File: src/rtl/mach_timer_pkg.sv
package mach_timer_pkg;

  parameter int MT_BUS_W  = 32;
  parameter int MT_TIME_W = 64;
  localparam int MT_HALVES = MT_TIME_W / MT_BUS_W;
  localparam int MT_NREG   = 2 * MT_HALVES + 1;

  typedef logic [MT_TIME_W-1:0] mt_time_t;
  typedef logic [MT_BUS_W-1:0]  mt_word_t;

  // Unsigned greater-or-equal, formed as "no borrow out of a - b".
  function automatic logic mt_at_or_past(mt_time_t a, mt_time_t b);
    logic [MT_TIME_W:0] diff;
    diff = {1'b0, a} - {1'b0, b};
    return ~diff[MT_TIME_W];
  endfunction

  // One timebase step; wraps to zero from all ones.
  function automatic mt_time_t mt_step(mt_time_t t);
    return t + mt_time_t'(1);
  endfunction

  // Replace the selected bus-wide slices of a value.
  function automatic mt_time_t mt_merge(mt_time_t old, logic [MT_HALVES-1:0] sel,
                                        mt_word_t w);
    mt_time_t r;
    r = old;
    for (int h = 0; h < MT_HALVES; h++) begin
      if (sel[h]) r[h*MT_BUS_W +: MT_BUS_W] = w;
    end
    return r;
  endfunction

endpackage

File: src/rtl/mt_regdec.sv
module mt_regdec
  import mach_timer_pkg::*;
#(
  parameter int ADDR_W = 5
) (
  input  logic                    sel,
  input  logic                    we,
  input  logic [ADDR_W-1:0]       addr,
  output logic [MT_HALVES-1:0]    wr_time,
  output logic [MT_HALVES-1:0]    wr_cmp,
  output logic [MT_NREG-1:0]      rd_hit
);
  localparam int IDX_W = ADDR_W - 2;

  logic             aligned;
  logic [IDX_W-1:0] word_idx;
  logic             wr_en;

  assign aligned  = (addr[1:0] == 2'b00);
  assign word_idx = addr[ADDR_W-1:2];
  assign wr_en    = sel && we && aligned;

  for (genvar h = 0; h < MT_HALVES; h++) begin : g_half
    assign wr_time[h] = wr_en && (word_idx == IDX_W'(h));
    assign wr_cmp[h]  = wr_en && (word_idx == IDX_W'(MT_HALVES + h));
  end

  for (genvar r = 0; r < MT_NREG; r++) begin : g_rd
    assign rd_hit[r] = sel && aligned && (word_idx == IDX_W'(r));
  end
endmodule

File: src/rtl/mt_counter.sv
module mt_counter
  import mach_timer_pkg::*;
(
  input  logic                 clk,
  input  logic                 rst,
  input  logic                 tick,
  input  logic [MT_HALVES-1:0] wr_half,
  input  mt_word_t             wdata,
  output mt_time_t             time_q
);
  mt_time_t time_d;

  always_comb begin
    if (|wr_half)  time_d = mt_merge(time_q, wr_half, wdata);
    else if (tick) time_d = mt_step(time_q);
    else           time_d = time_q;
  end

  always_ff @(posedge clk) begin
    if (rst) time_q <= '0;
    else     time_q <= time_d;
  end
endmodule

File: src/rtl/mt_compare.sv
module mt_compare
  import mach_timer_pkg::*;
(
  input  logic                 clk,
  input  logic                 rst,
  input  logic [MT_HALVES-1:0] wr_half,
  input  mt_word_t             wdata,
  input  mt_time_t             time_q,
  output mt_time_t             cmp_q,
  output logic                 irq
);
  always_ff @(posedge clk) begin
    if (rst)             cmp_q <= '1;
    else if (|wr_half)   cmp_q <= mt_merge(cmp_q, wr_half, wdata);
  end

  assign irq = mt_at_or_past(time_q, cmp_q);
endmodule

File: src/rtl/mach_timer.sv
module mach_timer
  import mach_timer_pkg::*;
#(
  parameter int          ADDR_W      = 5,
  parameter int unsigned TIMEBASE_HZ = 10_000_000
) (
  input  logic              clk,
  input  logic              rst,
  input  logic              tick,
  input  logic              bus_sel,
  input  logic              bus_we,
  input  logic [ADDR_W-1:0] bus_addr,
  input  logic [31:0]       bus_wdata,
  output logic [31:0]       bus_rdata,
  output logic              timer_irq
);
  localparam int FREQ_IDX = 2 * MT_HALVES;

  logic [MT_HALVES-1:0] wr_time;
  logic [MT_HALVES-1:0] wr_cmp;
  logic [MT_NREG-1:0]   rd_hit;
  mt_time_t             time_q;
  mt_time_t             cmp_q;
  logic                 irq;

  mt_regdec #(.ADDR_W(ADDR_W)) u_dec (
    .sel     (bus_sel),
    .we      (bus_we),
    .addr    (bus_addr),
    .wr_time (wr_time),
    .wr_cmp  (wr_cmp),
    .rd_hit  (rd_hit)
  );

  mt_counter u_cnt (
    .clk     (clk),
    .rst     (rst),
    .tick    (tick),
    .wr_half (wr_time),
    .wdata   (bus_wdata),
    .time_q  (time_q)
  );

  mt_compare u_cmp (
    .clk     (clk),
    .rst     (rst),
    .wr_half (wr_cmp),
    .wdata   (bus_wdata),
    .time_q  (time_q),
    .cmp_q   (cmp_q),
    .irq     (irq)
  );

  always_comb begin
    bus_rdata = '0;
    for (int h = 0; h < MT_HALVES; h++) begin
      if (rd_hit[h])             bus_rdata = time_q[h*MT_BUS_W +: MT_BUS_W];
      if (rd_hit[MT_HALVES + h]) bus_rdata = cmp_q[h*MT_BUS_W +: MT_BUS_W];
    end
    if (rd_hit[FREQ_IDX]) bus_rdata = 32'(TIMEBASE_HZ);
  end

  assign timer_irq = irq;
endmodule

File: config.mk
export PLATFORM = sky130hd
export DESIGN_NAME = mach_timer
export DESIGN_NICKNAME = d
export VERILOG_FILES = /design/src/rtl/mach_timer_pkg.sv /design/src/rtl/mt_regdec.sv /design/src/rtl/mt_counter.sv /design/src/rtl/mt_compare.sv /design/src/rtl/mach_timer.sv
export SDC_FILE = /design/constraint.sdc
export NUM_CORES = 1
export LEC_CHECK = 0
export ABC_AREA = 1
export CORE_MARGIN = 2
export CORE_UTILIZATION = 35
export CTS_BUF_LIST = sky130_fd_sc_hd__clkbuf_8
export DETAILED_ROUTE_END_ITERATION = 7
export PLACE_DENSITY = 0.62
export SLEW_MARGIN = 20
export SYNTH_ARGS = -nofsm -noshare
export SYNTH_HDL_FRONTEND = slang
export SYNTH_HIERARCHICAL = 1
export SYNTH_SLANG_ARGS = --single-unit
export TNS_END_PERCENT = 30
File: constraint.sdc
create_clock -name clk -period 2.13 [get_ports clk]
set_input_delay 0.639 -clock clk [delete_from_list [all_inputs] [get_ports clk]]
set_output_delay 0.639 -clock clk [all_outputs]
set_load 0.005 [all_outputs]
==> results.txt <==
Routed via count: 12,100
Delay of the slowest cell on the worst path: 0.34 ns
Failing checks: setup timing
Syn. warnings: 6
Worst Slack Setup Final: -0.733 ns
Minimum clock period: 2.86 ns
Syn Inst Count: 1,640
Final hold vios: 0
DP Worst Slack: -1.23 ns
Io pins: 75
CP Capture Type: output port
Grt ovf: 0
CTS buffer count: 17
First-pass GRT wire length: 64,100 um
Busiest layer in global routing: met2
Yosys reg bits: 128
Die Area: 0.0301 mm^2
CP arrival: 2.22 ns
Detailed router's first-iteration violation count: 1,402
Hold WC Path Type: reg2reg
Sinks on Clock Net: 128
Pins Over Slew Limit: 0
Total track usage: 27.5%
Wire length per cell: 18.5 um
CTS clk-pin slew, worst paths: 0.09 ns
Mapped Area: 0.0101 mm^2
Register-to-Register Path Depth: 9
Clk root buf: clkbuf_8
Finished Layout Cells: 2,286
Synth area leader: dfxtp_1
Flop2flop setup slack: 0.05 ns
Number of global-route vias before repair: 11,500
Crit path max-delay cell type: dfxtp_2
End point of the critical path: timer_irq
Final Power: 5.76 mW
Clock Tree Buf Depth: 2
Post-Route WL: 42,200 um
Static Leak: 6.70 nW
Clock Latency Late Sink: 0.47 ns
Cell Chain, Critical Path: inv_2 > ha_4 > nand4_1 > nor3_4 > nand3_2 > a21oi_2 > nor2_2 > nand2_2 > buf_6
Dpl cells: 2,191
Setup Skew: 0.0165 ns
TritonCTS clock tree: built
Die span in y: 174 um
DRT Pass-1 Iters: 5
Worst slew pin tran: 0.382 ns
Placed inst area: 0.0125 mm^2
Syn Area/Cell: 6.13 um^2
Residual DRC: 0
Antenna Cells: 0
CP required: 1.49 ns
Site row count: 62
Critical path fanouts, max: 2
RSZ-0062 raised after global routing: true
Fin crit share: 134%
Pwr dens: 411 mW/mm^2
Sequential share of the synthesized area: 25.5%
Dpl hpwl: 29,500 um
CTS H-tree lvls: 4
Rel. slew slack: 74.4%
Routability cong.: 0.974
Max Clk Rate: 349 MHz
Worst setup path class: reg2out
Final Setup Violations: 33
Top cells by area, synth: dfxtp_1 25%, nand2_1 13%, a21oi_1 12%, ha_1 8.0%, o21ai_0 7.9%
CORE AREA: 0.0285 mm^2
Share of cells above drive strength 1: 26.0%
Largest net degree at the start of global routing: 69
Initial antenna violation count: 1
PortBufs: 74
Max Cap Viol: 0
GR Util met1: 35.8%
Layout fillers: 2,882
Multi-input gate area: 0.00686 mm^2
Routed vias/inst: 5.28
Capture point of the worst reg-to-reg path: u_cnt/time_q[62]
Startpoint types: flop
Area Overhead vs Synth: 39.5%
Post-synth top area share: 25.5%
Cell area after layout: 0.0140 mm^2
Starting density of the core: 35.3%
Status: complete, but fails checks
Total Nets Final: 1,995
Yosys cell types: 33
Antenna Nets Post-Route: 0
M3 GR Usage: 5.46%
Origin of the critical flop-to-flop path: u_cnt/time_q[31]
Register area: 0.00257 mm^2
Peak VDD IR: 0.293 mV
Worst setup path start: u_cmp/cmp_q[63]
Met2 Track Usage GR: 45.8%
Syn Nets: 1,746
Die Wd: 174 um
## power by group
part | switching, mW | internal (mW)
combinational | 0.589 | 0.454
clock | 1.13 | 1.07
sequential | 0.0489 | 2.47
total | 1.77 | 3.99
## cell usage in the layout (no fill, tap or decap), drive strengths merged
| cell | Yosys | layout |
|---|---|---|
| nor3 | 4 | 4 |
| nand3b | 1 | 1 |
| clkinvlp | 0 | 3 |
| o21bai | 24 | 24 |
| clkinv | 0 | 6 |
| nor2 | 212 | 212 |
| o21a | 2 | 2 |
| ha | 64 | 64 |
| inv | 183 | 186 |
| a21oi | 269 | 269 |
| a211oi | 1 | 1 |
| nor4 | 1 | 1 |
| nand4 | 13 | 13 |
| bufinv | 0 | 2 |
| nand2 | 388 | 388 |
| or2 | 4 | 4 |
| a221oi | 1 | 1 |
| clkbuf | 33 | 20 |
| xnor2 | 2 | 2 |
| buf | 44 | 271 |
| o21ai | 181 | 181 |
| clkdlybuf4s50 | 0 | 34 |
| nand3 | 85 | 85 |
| dfxtp | 128 | 128 |
## Yosys cell counts
library cell and number:
a211oi_1 1, o21a_1 2, clkbuf_1 33, buf_6 4, nor3_1 2, nor2_1 199
nand2_2 29, nor4_1 1, or2_2 4, nand3b_1 1, nand4_1 13, nand2_4 1
inv_2 6, buf_2 31, nor3_2 2, nand3_1 65, a221oi_1 1, a21oi_1 249
buf_1 2, buf_4 7, a21oi_2 20, nand2_1 358, inv_1 175, xnor2_1 2
inv_4 2, dfxtp_1 128, ha_1 64, nor2_2 8, o21ai_1 23, nor2_4 5
nand3_2 20, o21ai_0 158, o21bai_1 24
## area by class of cell
class,count,share of cell area [%]
clock buffer,18,1.77
sequential,128,18.3
clock inverter,14,1.03
timing repair buffer,307,21.6
tap,384,3.42
inverter,183,5.06
multi-input combinational,1252,48.9
## worst min path at each step
stage	depth (start not counted)	start	to
after detailed placement	2	u_cmp/cmp_q[2]	u_cmp/cmp_q[2]
after global placement	2	u_cmp/cmp_q[1]	u_cmp/cmp_q[1]
final	2	u_cmp/cmp_q[60]	u_cmp/cmp_q[60]
after CTS	2	u_cmp/cmp_q[60]	u_cmp/cmp_q[60]
after floorplan	2	u_cmp/cmp_q[0]	u_cmp/cmp_q[0]
after global routing	2	u_cmp/cmp_q[60]	u_cmp/cmp_q[60]
## worst max-delay path, delay by kind of cell, from the launching register on
| kind | cells | cell delay (ns) |
|---|---|---|
| flip-flops | 1 | 0.34 |
| AND/OR/NAND/NOR | 5 | 0.85 |
| adder cells (fa/ha/maj) | 1 | 0.26 |
| AO/OA/AOI/OAI | 1 | 0.17 |
| buffers and inverters | 2 | 0.14 |
## cell families after synthesis
| kind of cell | count (synthesis) | share of synthesized area [%] |
|---|---|---|
| compound gates | 478 | 25.2 |
| simple gates | 708 | 30.5 |
| fa+ha+maj | 64 | 7.96 |
| buf+inv | 260 | 10.7 |
| xor+xnor | 2 | 0.174 |
| flops | 128 | 25.5 |
## state kept, by name, summed over array words and instances, names as in the netlist
register and count:
u_cmp/cmp_q 64, u_cnt/time_q 64
## timing repair
action / CTS / global route
hold buffers: 0 / 0
gates cloned: 8 / 0
endpoints found under the setup margin: 33 / 40
setup buffers: 48 / 11
resized for setup: 260 / 86
pin swaps: 33 / 32
## routing by layer
layer  vias up  wire (um)
li1       5892          -
met1      5584      18400
met2       525      19400
met3        77       3330
met4         0       1150
met5         -          0
## stage by stage
step	TNS [ns]	utilization [%]	hold WS [ns]
finish	-15.40	49.3	0.486
global route	-17.95	49.3	0.510
CTS	-15.70	48.7	0.498
detailed placement	-63.20	43.9	0.489
global placement	-58.75	43.9	0.483
floorplan	0	-	0.458
Power figures use the tool's default switching activity.
